`config.mk`:
```
export PLATFORM = sky130hd
export DESIGN_NAME = ecap_walker
export DESIGN_NICKNAME = d
export VERILOG_FILES = /design/src/rtl/ecap_pkg.sv /design/src/rtl/ecap_off_chk.sv /design/src/rtl/ecap_hop_ctr.sv /design/src/rtl/ecap_walker.sv
export SDC_FILE = /design/constraint.sdc
export NUM_CORES = 1
export LEC_CHECK = 0
export BUFFER_PORTS_ARGS = -buffer_cell sky130_fd_sc_hd__buf_4
export CORE_UTILIZATION = 54
export CTS_CLUSTER_SIZE = 14
export DETAILED_ROUTE_END_ITERATION = 12
export PLACE_DENSITY = 0.8
export SLEW_MARGIN = 20
export SYNTH_ARGS = -nofsm -noshare
export SYNTH_HDL_FRONTEND = slang
export SYNTH_SLANG_ARGS = --single-unit
export TNS_END_PERCENT = 30
```
`constraint.sdc`:
```
create_clock -name clk_i -period 3.1 [get_ports clk_i]
set_clock_uncertainty 0.15 [all_clocks]
set_input_delay 0.31 -clock clk_i [delete_from_list [all_inputs] [get_ports clk_i]]
set_output_delay 0.31 -clock clk_i [all_outputs]
set_load 0.03 [all_outputs]
```
`src/rtl/ecap_pkg.sv`:
```
package ecap_pkg;
  localparam int OFF_W  = 12;
  localparam int ID_W   = 16;
  localparam int VER_W  = 4;
  localparam int DATA_W = OFF_W + VER_W + ID_W;

  localparam logic [OFF_W-1:0] LIST_HEAD = 12'h100;
  localparam logic [OFF_W-1:0] LIST_LAST = 12'hFF8;

  typedef struct packed {
    logic [OFF_W-1:0] nxt;
    logic [VER_W-1:0] ver;
    logic [ID_W-1:0]  id;
  } hdr_t;

  typedef enum logic [2:0] {
    ST_IDLE,
    ST_READ,
    ST_EVAL,
    ST_LINK,
    ST_NEW,
    ST_DONE
  } state_e;
endpackage

```
`src/rtl/ecap_off_chk.sv`:
```
module ecap_off_chk
  import ecap_pkg::*;
(
  input  logic [OFF_W-1:0] off_i,
  output logic             in_range_o,
  output logic             aligned_o
);
  assign in_range_o = (off_i >= LIST_HEAD) && (off_i <= LIST_LAST);
  assign aligned_o  = (off_i[1:0] == 2'b00);
endmodule

```
`src/rtl/ecap_hop_ctr.sv`:
```
module ecap_hop_ctr #(
  parameter int MAX_HOPS = 1024
) (
  input  logic clk_i,
  input  logic rst_ni,
  input  logic clr_i,
  input  logic inc_i,
  output logic last_o
);
  localparam int CNT_W = $clog2(MAX_HOPS + 1);
  localparam logic [CNT_W-1:0] LAST_VAL = CNT_W'(MAX_HOPS - 1);

  logic [CNT_W-1:0] cnt_q;

  always_ff @(posedge clk_i or negedge rst_ni) begin
    if (!rst_ni)     cnt_q <= '0;
    else if (clr_i)  cnt_q <= '0;
    else if (inc_i)  cnt_q <= cnt_q + 1'b1;
  end

  // current header is the last one allowed
  assign last_o = (cnt_q == LAST_VAL);
endmodule

```
`src/rtl/ecap_walker.sv`:
```
module ecap_walker
  import ecap_pkg::*;
#(
  parameter int MAX_HOPS = 1024
) (
  input  logic              clk_i,
  input  logic              rst_ni,
  input  logic              start_i,
  input  logic              mode_i,
  input  logic [ID_W-1:0]   cap_id_i,
  input  logic [VER_W-1:0]  cap_ver_i,
  input  logic [OFF_W-1:0]  new_off_i,
  output logic              busy_o,
  output logic              done_o,
  output logic [OFF_W-1:0]  found_off_o,
  output logic [OFF_W-1:0]  prev_off_o,
  output logic              err_o,
  output logic              mem_re_o,
  output logic              mem_we_o,
  output logic [OFF_W-1:0]  mem_addr_o,
  output logic [DATA_W-1:0] mem_wdata_o,
  input  logic [DATA_W-1:0] mem_rdata_i
);
  state_e           state_q;
  logic [OFF_W-1:0] cur_q, walk_prev_q, new_off_q, found_q, res_prev_q;
  logic [ID_W-1:0]  id_q;
  logic [VER_W-1:0] ver_q;
  logic             append_q, err_q;
  hdr_t             tail_q;

  hdr_t rd_hdr;
  logic nxt_in_range, nxt_aligned_unused;
  logic new_in_range_unused, new_aligned;
  logic hop_last, hop_clr, hop_inc;

  assign rd_hdr = hdr_t'(mem_rdata_i);

  ecap_off_chk u_nxt_chk (
    .off_i      (rd_hdr.nxt),
    .in_range_o (nxt_in_range),
    .aligned_o  (nxt_aligned_unused)
  );

  ecap_off_chk u_new_chk (
    .off_i      (new_off_i),
    .in_range_o (new_in_range_unused),
    .aligned_o  (new_aligned)
  );

  assign hop_clr = (state_q == ST_IDLE);
  assign hop_inc = (state_q == ST_EVAL);

  ecap_hop_ctr #(.MAX_HOPS(MAX_HOPS)) u_hops (
    .clk_i  (clk_i),
    .rst_ni (rst_ni),
    .clr_i  (hop_clr),
    .inc_i  (hop_inc),
    .last_o (hop_last)
  );

  always_ff @(posedge clk_i or negedge rst_ni) begin
    if (!rst_ni) begin
      state_q     <= ST_IDLE;
      cur_q       <= '0;
      walk_prev_q <= '0;
      new_off_q   <= '0;
      found_q     <= '0;
      res_prev_q  <= '0;
      id_q        <= '0;
      ver_q       <= '0;
      append_q    <= 1'b0;
      err_q       <= 1'b0;
      tail_q      <= '0;
    end else begin
      unique case (state_q)
        ST_IDLE: if (start_i) begin
          id_q        <= cap_id_i;
          ver_q       <= cap_ver_i;
          new_off_q   <= new_off_i;
          append_q    <= mode_i;
          found_q     <= '0;
          res_prev_q  <= '0;
          err_q       <= 1'b0;
          cur_q       <= LIST_HEAD;
          walk_prev_q <= '0;
          if (mode_i && !new_aligned) begin
            err_q   <= 1'b1;
            state_q <= ST_DONE;
          end else if (mode_i && new_off_i == LIST_HEAD) begin
            state_q <= ST_NEW;
          end else begin
            state_q <= ST_READ;
          end
        end
        ST_READ: state_q <= ST_EVAL;
        ST_EVAL: begin
          if (cur_q == LIST_HEAD && mem_rdata_i == '0) begin
            err_q   <= append_q;  // nothing to link onto
            state_q <= ST_DONE;
          end else if (!append_q && rd_hdr.id == id_q) begin
            found_q    <= cur_q;
            res_prev_q <= walk_prev_q;
            state_q    <= ST_DONE;
          end else if (rd_hdr.nxt == '0) begin
            res_prev_q <= cur_q;
            tail_q     <= rd_hdr;
            state_q    <= append_q ? ST_LINK : ST_DONE;
          end else if (!nxt_in_range || hop_last) begin
            res_prev_q <= cur_q;
            err_q      <= 1'b1;
            state_q    <= ST_DONE;
          end else begin
            walk_prev_q <= cur_q;
            cur_q       <= rd_hdr.nxt;
            state_q     <= ST_READ;
          end
        end
        ST_LINK: state_q <= ST_NEW;
        ST_NEW:  state_q <= ST_DONE;
        ST_DONE: state_q <= ST_IDLE;
        default: state_q <= ST_IDLE;
      endcase
    end
  end

  always_comb begin
    mem_re_o    = 1'b0;
    mem_we_o    = 1'b0;
    mem_addr_o  = '0;
    mem_wdata_o = '0;
    unique case (state_q)
      ST_READ: begin
        mem_re_o   = 1'b1;
        mem_addr_o = cur_q;
      end
      ST_LINK: begin
        mem_we_o    = 1'b1;
        mem_addr_o  = res_prev_q;
        mem_wdata_o = {new_off_q, tail_q.ver, tail_q.id};
      end
      ST_NEW: begin
        mem_we_o    = 1'b1;
        mem_addr_o  = new_off_q;
        mem_wdata_o = {{OFF_W{1'b0}}, ver_q, id_q};
      end
      default: ;
    endcase
  end

  assign busy_o      = (state_q != ST_IDLE);
  assign done_o      = (state_q == ST_DONE);
  assign found_off_o = found_q;
  assign prev_off_o  = res_prev_q;
  assign err_o       = err_q;
endmodule

```
After elaboration in Yosys (flattened, before gate mapping)
Cells that the tools add are included.
- word-level logic and storage cells: 101
- flip-flop bits (word level): 116
- bits of input ports: 68
- equal/unequal tests: 19
- reductions and logical operators: 22
- bitwise logic cells: 2
- mux-type cells: 42
- $lt $le $gt $ge: 2
- add/sub/neg operators: 1
- operators with widths (kind ; number):
    12-bit two-way mux ; 16
    12-bit one-hot mux with 2 select lines ; 4
    32-bit one-hot mux with 2 select lines ; 1
    12-bit one-hot mux with 3 select lines ; 1
    32-bit zero test ; 1
    12-bit by 9-bit == test with 1-bit output (second input constant) ; 2
    3-bit two-way mux ; 8
    11-bit two-way mux ; 2
    16-bit == test ; 1
    3-bit one-hot mux with 5 select lines ; 1
    12-bit by 9-bit >= comparator with 1-bit output (second input constant) ; 1
    12-bit less-or-equal comparator (second input constant) ; 1
    12-bit zero test ; 1
    4-bit AND reduction ; 3
    11-bit by 1-bit adder with 11-bit output (second input constant) ; 1
    11-bit by 10-bit == test with 1-bit output (second input constant) ; 1
    2-bit != test (second input constant) ; 5
    1-bit two-way mux ; 8
    3-bit by 2-bit == test with 1-bit output (second input constant) ; 2
    3-bit == test (second input constant) ; 2
    3-bit != test (second input constant) ; 2
    6-bit AND reduction ; 1
    1-bit logical AND ; 5
    5-bit AND reduction ; 1
    other kinds (14) ; 17

Depth between registers and ports, before layout
Gate-level depths: netlist (run 1).
- word-level depth: 9
- gate-level depth with buffers: 8

Modules after synthesis
From an unflattened synthesis (run 1), not the netlist that was laid out.
- cells, all modules: 543
- area total of the unflattened synthesis: 5960.7 µm²
- by module, submodules not included (module ; seq. area each (µm²) ; cells an instance ; instances ; area an instance (µm²)):
    ecap_walker ; 2627.5 ; 473 ; 1 ; 5312.6
    ecap_hop_ctr ; 275.3 ; 56 ; 1 ; 555.5
    ecap_off_chk ; 0.0 ; 7 ; 2 ; 46.3

Worst setup path after synthesis (run 1)
Ideal clock, no wire load.
- path type: reg2out
- from: reg state_q[2]
- to: out mem_addr_o[0]
- path slack: 0.674 ns
- cell stages (with the launch flop): 6
- data required time: 2.640 ns
- arrival: 1.966 ns
- path buffers: 2
- path through: dfrtp_1 -> clkbuf_1 -> nor2b_1 -> clkbuf_1 -> a22oi_1 -> o21ai_0
- longest elaborated chain between the ends: 2
- elaborated cells on any way between the ends: 4
- classes of those cells: eq/ne (3); mux (1)
- ends and longest elaborated chain (what ; line ; RTL):
    from (decl) ; ecap_walker.sv:24 ; state_e state_q;
    from (signal assigned) ; ecap_walker.sv:107 ; state_q <= append_q ? ST_LINK : ST_DONE;
    3-bit == test (tied with other cells) ; ecap_walker.sv:131 ; unique case (state_q)
    12-bit one-hot mux with 3 select lines (*) ; ecap_walker.sv:131 ;
    to (decl) ; ecap_walker.sv:20 ; output logic [OFF_W-1:0] mem_addr_o,
Mark *: on every way between the ends. The rest lies on a longest branch, timed or not.

Worst setup path after layout (run 1)
- from: reg state_q[0]
- to: out mem_addr_o[11]
Same word-level chain as after synthesis.

==> flow_summary.ini, run 1 <==
[outcome]
result_of_the_run = completed

[critical_path]
r2r_start = id_q[3]$_DFFE_PN0P_
setup.worst_path.end = mem_addr_o[11]
crit_top_cell = sky130_fd_sc_hd__buf_4
cp_slowest_cell = sky130_fd_sc_hd__dfrtp_1
critical_path_arrival_ns = 2.44
critical_path.reg2reg.endpoint = prev_off_o[0]$_DFFE_PN0P_
required_ns = 2.64
cp-end-kind = primary output
reg2regPathDepth = 6
worst-r2r-setup-slack_ns = 0.34
worst-setup-path-type = register to primary output
cell_chain_of_the_critical_path = nor2b_1 -> buf_4 -> and2_1 -> buf_4 -> nand2_1 -> o21ai_0 -> buf_4
start_kind = register
critical_path.startpoint = state_q[0]$_DFFE_PN0N_
critPathMaxFanout = 25
critPathMaxStageDelay_ns = 0.57

[route]
drt_iter0_markers = 366
detail_route.vias_per_cell = 5.90
post_drt_wl_per_cell_um = 20.0
detailroute.via_count = 5218
drt_first_pass_iters = 5
drtAntennaViolNets = 0
route.detailed.drc = 0
total_wirelength_of_the_detailed_routed_design_um = 17700

[synthesis]
async_flop_share_pct = 100
ys_ff_latch = 116
synth_top_cells_by_area = sky130_fd_sc_hd__dfrtp_1, sky130_fd_sc_hd__mux2_2, sky130_fd_sc_hd__a22o_1, sky130_fd_sc_hd__nand2_1, sky130_fd_sc_hd__nor2b_1
synth_flop_cell = sky130_fd_sc_hd__dfrtp_1
synth-edff-count = 0
synth.net_count = 594
yosysTopAreaCell = sky130_fd_sc_hd__dfrtp_1
ys_seq_area_share_pct = 48.5
post_synth_instance_area_sq_mm = 0.00599
synthDominantCellAreaShare_pct = 48.5
yosysWarnings = 0
yosysUniqueCellTypes = 51
post_synth_inst_count = 525
postSynthAreaPerCell_sq_um = 11.4

[clock_network]
cts_tree = built
worst_skew_pair.late_latency_ns = 0.51
clock_tree_buffer_depth = 2
cts_num_sinks = 116
ctsRootBufferMaster = sky130_fd_sc_hd__clkbuf_8
cts_bufs_inserted = 17
clk_transition_reported_paths_ns = 0.05
post_cts.resized_instances = 0
cts_h_tree_depth = 4

[global_route]
globalRouteMet3Util_pct = 7.26
initial_antenna_violation_count = 0
grt_pass1_wl_um = 27800
groute.layer.met2.usage_pct = 56.5
grt_start_max_net_pins = 60
grt-busiest-layer = met2
overflow = 0
first_global_vias = 5447
globalRouteTotalUtil_pct = 32.1
gr-usage-met1_pct = 37.6

[power_and_ir_drop]
power-per-cell-area_mw_per_mm2 = 873
maximum_vdd_drop_v = 0.000515
p_leak_nw = 3.98
power.total_mw = 7.41

[final_layout]
num-fill-cells = 656
nNetsFinal = 801
most-common-layout-cells = sky130_fd_sc_hd__buf_4, sky130_fd_sc_hd__dfrtp_1, sky130_fd_sc_hd__mux2_2, sky130_fd_sc_hd__dlygate4sd3_1, sky130_fd_sc_hd__nand2_1
area.growth.synth_to_final_pct = 41.8
antenna-diode-count = 0
most_common_cell_after_layout_fill_and_taps_aside = sky130_fd_sc_hd__buf_4
final_util_pct = 78.3
post_route_cells_drive_above_1_share_pct = 36.9

[sta]
timing.hold.ws_ns = 0.0787
clock.fmax_mhz = 345
slew_headroom_pct = 45.4
min_period_over_period_pct = 93.4
setup_violations = 0
worst_slack_ns = 0.203
timing.final.max_slew_violations = 0
setup_tns_ns = 0
final_hold_viol_count = 0
grt_setup_unrepaired = false
timing.final.crit_period_ns = 2.90
worst_slew_pin_slew_ns = 0.819

[placement]
globalplace.congestion = 0.861
io_buffer_count = 140
final_hpwl_from_detailed_placement_um = 11300
preCtsSetupSlack_ns = 0.413

[floorplan]
die_width_um = 107
start_util_pct = 55.2
floorplan.core_area_sq_mm = 0.0108
fp.dieH_um = 107
die-area_sq_mm = 0.0115
num_rows = 38
ioPinCount = 141

[run]
cap_violations = 0

[worst_hold_path]
min_path_type = primary input to register
hold-path-cell-count = 3
## what timing repair did
action,CTS,global route
hold buffers,66,0
endpoints found under the hold margin,144,0
endpoints found under the setup margin,0,0
setup buffers,0,0
## layer usage
| metal | wire, um | share of wire, % |
|---|---|---|
| met1 | 6800 | 38 |
| met2 | 9330 | 53 |
| met3 | 1120 | 6.3 |
| met4 | 475 | 2.7 |
| met5 | 0 | 0 |
## Yosys cell counts, types with 2 or more instances
cell type                  instances
sky130_fd_sc_hd__dfrtp_1         116
sky130_fd_sc_hd__mux2_2           66
sky130_fd_sc_hd__nand2_1          50
sky130_fd_sc_hd__a22o_1           40
sky130_fd_sc_hd__nor2b_1          25
sky130_fd_sc_hd__clkbuf_1         23
sky130_fd_sc_hd__o21ai_0          20
sky130_fd_sc_hd__mux2i_1          15
sky130_fd_sc_hd__xnor2_1          15
sky130_fd_sc_hd__a22oi_1          12
sky130_fd_sc_hd__and3_1           12
sky130_fd_sc_hd__mux2_1           12
sky130_fd_sc_hd__nor3_1           12
sky130_fd_sc_hd__nor2_1           11
sky130_fd_sc_hd__mux2_4           10
sky130_fd_sc_hd__nand4_1          10
sky130_fd_sc_hd__nor4_1            9
sky130_fd_sc_hd__buf_2             8
sky130_fd_sc_hd__nand3_1           7
sky130_fd_sc_hd__a21o_1            5
sky130_fd_sc_hd__and2_1            4
sky130_fd_sc_hd__a21oi_1           3
sky130_fd_sc_hd__buf_4             3
sky130_fd_sc_hd__o31ai_1           3
sky130_fd_sc_hd__a211oi_1          2
sky130_fd_sc_hd__and4_1            2
sky130_fd_sc_hd__buf_1             2
sky130_fd_sc_hd__inv_1             2
sky130_fd_sc_hd__nor4b_1           2
sky130_fd_sc_hd__or3_1             2
sky130_fd_sc_hd__or4_1             2
## worst max-delay path, delay by kind of cell (launching register included)
family	cells	cell delay, ns
buf+inv	3	0.75
compound gates	1	0.15
simple gates	3	0.46
flops	1	0.57
## final cells by class
cell class / instances / area, sq um / share of cell area, %
Timing Repair Buffer: 225 / 1870 / 22.0
Tap cell: 140 / 175 / 2.06
Clock buffer: 19 / 432 / 5.09
Inverter: 2 / 7.51 / 0.0884
Sequential cell: 116 / 2900 / 34.2
Clock inverter: 13 / 181 / 2.14
Multi-Input combinational cell: 370 / 2920 / 34.4
## worst min path at each step
| stage | end | startpoint | slack (ns) |
|---|---|---|---|
| 6_report | state_q[0]$_DFFE_PN0N_ | start_i | 0.08 |
| 5_1_grt | state_q[0]$_DFFE_PN0N_ | start_i | 0.09 |
| 4_1_cts | state_q[0]$_DFFE_PN0N_ | start_i | 0.07 |
| 3_5_place_dp | new_off_q[8]$_DFFE_PN0P_ | rst_ni | 0.09 |
| 3_3_place_gp | new_off_q[8]$_DFFE_PN0P_ | rst_ni | 0.09 |
| 2_1_floorplan | append_q$_DFFE_PN0P_ | rst_ni | -0.14 |
## per-stage QoR
| step | instances | area [sq um] |
|---|---|---|
| floorplan | 525 | 5990 |
| global placement | 787 | 7210 |
| detailed placement | 787 | 7210 |
| CTS | 885 | 8490 |
| global route | 885 | 8490 |
| finish | 885 | 8490 |
## kinds of logic (layout without fill, tap and decap cells)
family | Yosys count | after routing | share of synthesized area, %
flops | 116 | 116 | 48.5
simple gates | 157 | 157 | 14.4
buf+inv | 39 | 259 | 2.93
fa+ha+maj | 1 | 1 | 0.209
mux | 103 | 103 | 19.7
compound gates | 93 | 93 | 12.0
xor+xnor | 16 | 16 | 2.34
## sequential cells by signal, summed over array words and instances (netlist names)
| name | cells |
|---|---|
| cur_q | 12 |
| append_q | 1 |
| id_q | 16 |
| state_q | 3 |
| found_off_o | 12 |
| tail_q | 20 |
| u_hops.cnt_q | 11 |
| walk_prev_q | 12 |
| prev_off_o | 12 |
| ver_q | 4 |
| err_o | 1 |
| new_off_q | 12 |
## power by group
group | leakage, nW | total (mW) | internal [mW] | switching, mW
combinational | 2.18 | 2.99 | 1.32 | 1.67
sequential | 1.52 | 2.39 | 1.94 | 0.456
clock | 0.286 | 2.04 | 1.32 | 0.712
Power figures use the tool's default switching activity.
==> inputs of run 2 (changes only) <==
--- a/config.mk
+++ b/config.mk
@@ -6,11 +6,13 @@
 export NUM_CORES = 1
 export LEC_CHECK = 0
 export BUFFER_PORTS_ARGS = -buffer_cell sky130_fd_sc_hd__buf_4
-export CORE_UTILIZATION = 54
+export CORE_UTILIZATION = 56
+export CTS_BUF_LIST = sky130_fd_sc_hd__clkbuf_4
 export CTS_CLUSTER_SIZE = 14
 export DETAILED_ROUTE_END_ITERATION = 12
-export PLACE_DENSITY = 0.8
-export SLEW_MARGIN = 20
+export PLACE_DENSITY = 0.83
+export SKIP_CTS_REPAIR_TIMING = 1
+export SLEW_MARGIN = 30
 export SYNTH_ARGS = -nofsm -noshare
 export SYNTH_HDL_FRONTEND = slang
 export SYNTH_SLANG_ARGS = --single-unit
==> run 2 against run 1 <==
  * Worst setup slack better by 0.036 ns
  * Routed wire length is 0.36% lower
  * Non-clock buffer count stayed put
  * Maximum frequency is 1.3% higher
==> flow_summary.ini, run 2 (synthesized netlist as in run 1, its figures left out) <==
[final_layout]
antenna-diode-count = 0
final_util_pct = 78.7
post_route_cells_drive_above_1_share_pct = 36.7
largest_register = tail_q
layout_top_registers = tail_q (20), id_q (16)
largest_register_ffs = 20
num-fill-cells = 645
most-common-layout-cells = sky130_fd_sc_hd__buf_4, sky130_fd_sc_hd__dfrtp_1, sky130_fd_sc_hd__mux2_2, sky130_fd_sc_hd__dlygate4sd3_1, sky130_fd_sc_hd__nand2_1
nNetsFinal = 801
most_common_cell_after_layout_fill_and_taps_aside = sky130_fd_sc_hd__buf_4
area.growth.synth_to_final_pct = 35.8
finalNonFillerCells = 880

[critical_path]
worst-setup-path-type = register to primary output
cp_top_family = buffers and inverters
critPathMaxFanout = 44
crit_top_cell = sky130_fd_sc_hd__buf_4
cp_slowest_cell = sky130_fd_sc_hd__and2_1
critPathMaxStageDelay_ns = 0.46
total_buffers_and_inverters_traversed_by_the_critical_path = 3
cp-end-kind = primary output
required_ns = 2.64
cell_chain_of_the_critical_path = buf_4 -> and2_1 -> buf_12 -> nand2_1 -> o21ai_0 -> buf_4
worst-r2r-setup-slack_ns = 0.40
start_kind = register
critical_path_arrival_ns = 2.40

[floorplan]
die_width_um = 105
fp.dieH_um = 105
num_rows = 37
start_util_pct = 58.0
floorplan.core_area_sq_mm = 0.0103
ioPinCount = 141
die-area_sq_mm = 0.0111

[route]
drt_first_pass_iters = 5
detail_route.vias_per_cell = 5.94
detailroute.via_count = 5223
total_wirelength_of_the_detailed_routed_design_um = 17700
drt_iter0_markers = 304
drtAntennaViolNets = 0
route.detailed.drc = 0
post_drt_wl_per_cell_um = 20.1

[global_route]
grt_pass1_wl_um = 25300
globalRouteTotalUtil_pct = 29.6
grt_start_max_net_pins = 60
initial_antenna_violation_count = 1
first_global_vias = 5013
overflow = 0

[outcome]
result_of_the_run = completed

[sta]
grt_setup_unrepaired = false
slew_headroom_pct = 41.4
timing.final.crit_period_ns = 2.86
setup_violations = 0
worst_slew_pin_slew_ns = 0.879
final_hold_viol_count = 0
setup_tns_ns = 0
timing.final.max_slew_violations = 0
clock.fmax_mhz = 350
min_period_over_period_pct = 92.3

[run]
cap_violations = 0

[power_and_ir_drop]
p_leak_nw = 3.83
clock_power_share_pct = 16.3
power.total_mw = 6.43
power.net_switching_mw = 2.70
pwr-share-comb_pct = 47.1
power-per-cell-area_mw_per_mm2 = 791
share_seq_of_total_power_pct = 36.6
p_sw_share_pct = 42.0
p_int_mw = 3.73
maximum_vdd_drop_v = 0.000484

[placement]
final_hpwl_from_detailed_placement_um = 11300
io_buffer_count = 140
place.detailed.instances = 783
globalplace.congestion = 0.862

[clock_network]
cts_h_tree_depth = 4
clock_tree_buffer_depth = 2
cts_num_sinks = 116
worst_skew_pair.late_latency_ns = 0.54
cts_bufs_inserted = 17
cts_tree = built
ctsRootBufferMaster = sky130_fd_sc_hd__clkbuf_4
clk_transition_reported_paths_ns = 0.10

[worst_hold_path]
min_path_type = primary input to register
run 2: layout make-up:
cell class                      count  area [sq um]  area share [%]
Timing Repair Buffer              225          1870            23.0
Sequential cell                   116          2900            35.7
Multi-Input combinational cell    370          2920            36.0
Clock buffer                       19           143            1.75
Clock inverter                     12           115            1.42
Inverter                            2          7.51          0.0924
Tap cell                          136           170            2.09
run 2: worst paths after layout:
path,start,to,cells past startpoint
worst min-delay path,start_i,state_q[0]$_DFFE_PN0N_,3
max in group asynchronous,rst_ni,walk_prev_q[6]$_DFFE_PN0P_,3
worst min register to register,tail_q[12]$_DFFE_PN0P_,tail_q[12]$_DFFE_PN0P_,1
min in group asynchronous,rst_ni,prev_off_o[1]$_DFFE_PN0P_,2
worst max-delay path,state_q[1]$_DFFE_PN0N_,mem_addr_o[10],6
worst max register to register,u_hops.cnt_q[0]$_DFFE_PN0P_,prev_off_o[11]$_DFFE_PN0P_,7
run 2: stage by stage:
| stage | setup WS, ns | hold slack [ns] | cell area, sq um |
|---|---|---|---|
| after floorplan | 0.674 | -0.136 | 5990 |
| after global placement | 0.505 | 0.187 | 7210 |
| after detailed placement | 0.395 | 0.189 | 7210 |
| after CTS | 0.270 | -0.374 | 7470 |
| after global routing | 0.108 | 0.0682 | 8130 |
| final | 0.240 | 0.0635 | 8130 |
run 2: layer usage:
metal  GRT usage (%)  part of all wire [%]  wire length (um)  vias to the layer above
met5               0                     0                 0                        -
met4            8.95                   1.8               315                        0
met3            8.41                   6.6              1160                       31
met2            49.9                    52              9240                      250
met1            37.1                    39              6960                     2599
li1                -                     -                 -                     2343
run 2: power groups by stage:
stage / clock network (mW) / logic [mW] / registers (mW)
6_report: 1.05 / 3.03 / 2.35
5_1_grt: 1.14 / 3.22 / 2.40
4_1_cts: 1.05 / 2.92 / 2.33
3_5_place_dp: 0 / 2.91 / 2.36
3_3_place_gp: 0 / 2.83 / 2.34
2_1_floorplan: 0 / 1.96 / 2.33
run 2: worst min-delay path, stage by stage:
cell	delay, ns
sky130_fd_sc_hd__buf_4	0.10
sky130_fd_sc_hd__a211oi_1	0.07
sky130_fd_sc_hd__a211oi_1	0.20
==> inputs of run 3 (changes only) <==
--- a/config.mk
+++ b/config.mk
@@ -10,7 +10,7 @@
 export CTS_BUF_LIST = sky130_fd_sc_hd__clkbuf_4
 export CTS_CLUSTER_SIZE = 14
 export DETAILED_ROUTE_END_ITERATION = 12
-export PLACE_DENSITY = 0.83
+export PLACE_DENSITY = 0.93
 export SKIP_CTS_REPAIR_TIMING = 1
 export SLEW_MARGIN = 30
 export SYNTH_ARGS = -nofsm -noshare
==> run 3 against run 2 <==
  * Worst hold slack improved by 0.018 ns
  * Combinational power down 2%
  * Sequential power increased by 3%
  * Highest routed layer unchanged
==> flow_summary.ini, run 3 (synthesized netlist as in run 1, its figures left out) <==
[outcome]
result_of_the_run = completed

[power_and_ir_drop]
p_leak_nw = 3.84
power.total_mw = 6.65
maximum_vdd_drop_v = 0.000563
power-per-cell-area_mw_per_mm2 = 816

[critical_path]
required_ns = 2.64
cp_slowest_cell = sky130_fd_sc_hd__and2_1
critPathMaxFanout = 17
critPathMaxStageDelay_ns = 0.66
cell_chain_of_the_critical_path = nor2_1 -> and2_1 -> buf_4 -> a22o_1 -> buf_4
worst-setup-path-type = register to primary output
start_kind = register
crit_top_cell = sky130_fd_sc_hd__buf_4
cp_top_family = simple AND/OR/NAND/NOR gates
total_buffers_and_inverters_traversed_by_the_critical_path = 2
critical_path_arrival_ns = 2.57
cp-end-kind = primary output

[global_route]
first_global_vias = 5109
grt_pass1_wl_um = 25700
initial_antenna_violation_count = 0
globalRouteTotalUtil_pct = 29.9
grt_start_max_net_pins = 60
overflow = 0

[route]
drtAntennaViolNets = 0
drt_first_pass_iters = 5
route.detailed.drc = 0
detailroute.via_count = 5416
detail_route.vias_per_cell = 6.18
drt_iter0_markers = 477
post_drt_wl_per_cell_um = 20.5
total_wirelength_of_the_detailed_routed_design_um = 18000

[placement]
io_buffer_count = 140
placed_cell_area_sq_mm = 0.00717
final_hpwl_from_detailed_placement_um = 11500
preCtsSetupSlack_ns = 0.353
globalplace.congestion = 0.855

[sta]
timing.final.max_slew_violations = 0
min_period_over_period_pct = 97.6
grt_setup_unrepaired = false
clock.fmax_mhz = 331
setup_tns_ns = 0
worst_slack_ns = 0.0749
timing.final.crit_period_ns = 3.03
worst_slew_pin_slew_ns = 0.827
slew_headroom_pct = 44.9
final_hold_viol_count = 0
setup_violations = 0

[final_layout]
nNetsFinal = 797
final_util_pct = 79.0
area.growth.synth_to_final_pct = 36.2
most-common-layout-cells = sky130_fd_sc_hd__buf_4, sky130_fd_sc_hd__dfrtp_1, sky130_fd_sc_hd__mux2_2, sky130_fd_sc_hd__dlygate4sd3_1, sky130_fd_sc_hd__nand2_1
final_area_sq_mm = 0.00815
largest_register_ffs = 20
largest_register = tail_q
post_route_cells_drive_above_1_share_pct = 36.7
antenna-diode-count = 0
layout_top_registers = tail_q (20), id_q (16)
most_common_cell_after_layout_fill_and_taps_aside = sky130_fd_sc_hd__buf_4

[floorplan]
ioPinCount = 141
floorplan.core_area_sq_mm = 0.0103
die_width_um = 105
die-area_sq_mm = 0.0111
start_util_pct = 58.0
fp.dieH_um = 105
num_rows = 37

[clock_network]
clk_transition_reported_paths_ns = 0.13
cts_tree = built
clock_tree_buffer_depth = 2
cts_bufs_inserted = 17
ctsRootBufferMaster = sky130_fd_sc_hd__clkbuf_4
cts_num_sinks = 116
cts_h_tree_depth = 4
worst_skew_pair.late_latency_ns = 0.53

[worst_hold_path]
min_path_type = primary input to register

[run]
cap_violations = 0
## run 3: changes by cell type in the layout (fill, tap and decap cells not counted)
cell / delta
sky130_fd_sc_hd__clkinvlp_4: -2
sky130_fd_sc_hd__buf_12: -1
sky130_fd_sc_hd__bufinv_16: +1
sky130_fd_sc_hd__clkbuf_4: -2
sky130_fd_sc_hd__inv_8: +2
sky130_fd_sc_hd__inv_6: +4
sky130_fd_sc_hd__clkinv_2: -4
sky130_fd_sc_hd__buf_6: +1
sky130_fd_sc_hd__clkinv_1: -2
sky130_fd_sc_hd__buf_4: -4
sky130_fd_sc_hd__clkinv_4: +4
## run 3: stage by stage
stage / hold WS [ns] / std cells
6_report: 0.0819 / 877
3_5_place_dp: 0.224 / 779
2_1_floorplan: -0.136 / 525
3_3_place_gp: 0.213 / 779
5_1_grt: 0.0516 / 877
4_1_cts: -0.351 / 811
## run 3: power by group
part           internal, mW  switching, mW
clock network         0.583          0.672
logic                  1.29           1.67
registers              1.93          0.502
## run 3: area by class of cell
type                       count  area (sq um)
multi-input combinational    370          2920
sequential                   116          2900
fill                         598          2170
timing repair buffer         221          1830
clock inverter                15           195
tap                          136           170
clock buffer                  17           128
inverter                       2          7.51
## run 3: path summary, 6_finish.rpt
path,from,endpoint,slack [ns],cells past startpoint
max,state_q[0]$_DFFE_PN0N_,mem_wdata_o[5],0.07,5
min,start_i,state_q[0]$_DFFE_PN0N_,0.08,3
max reg2reg,u_hops.cnt_q[0]$_DFFE_PN0P_,prev_off_o[0]$_DFFE_PN0P_,0.19,7
min reg2reg,found_off_o[4]$_DFFE_PN0P_,found_off_o[4]$_DFFE_PN0P_,0.37,1
max in group asynchronous,rst_ni,u_hops.cnt_q[5]$_DFFE_PN0P_,1.81,3
min in group asynchronous,rst_ni,u_hops.cnt_q[2]$_DFFE_PN0P_,0.19,2
## run 3: worst register-to-register path: stages (launching register included)
cell and delay, ns:
sky130_fd_sc_hd__dfrtp_1 0.46, sky130_fd_sc_hd__ha_1 0.27, sky130_fd_sc_hd__nand4_1 0.18, sky130_fd_sc_hd__nor2_1 0.27, sky130_fd_sc_hd__nand4_1 0.22, sky130_fd_sc_hd__o21a_1 0.30
sky130_fd_sc_hd__a31oi_4 0.56, sky130_fd_sc_hd__mux2_1 0.39
## run 3: per-layer routing
metal | GRT usage, % | part of all wire [%]
met1 | 37.3 | 37
met2 | 50.6 | 51
met3 | 7.24 | 8.0
met4 | 10.6 | 3.9
met5 | 0 | 0
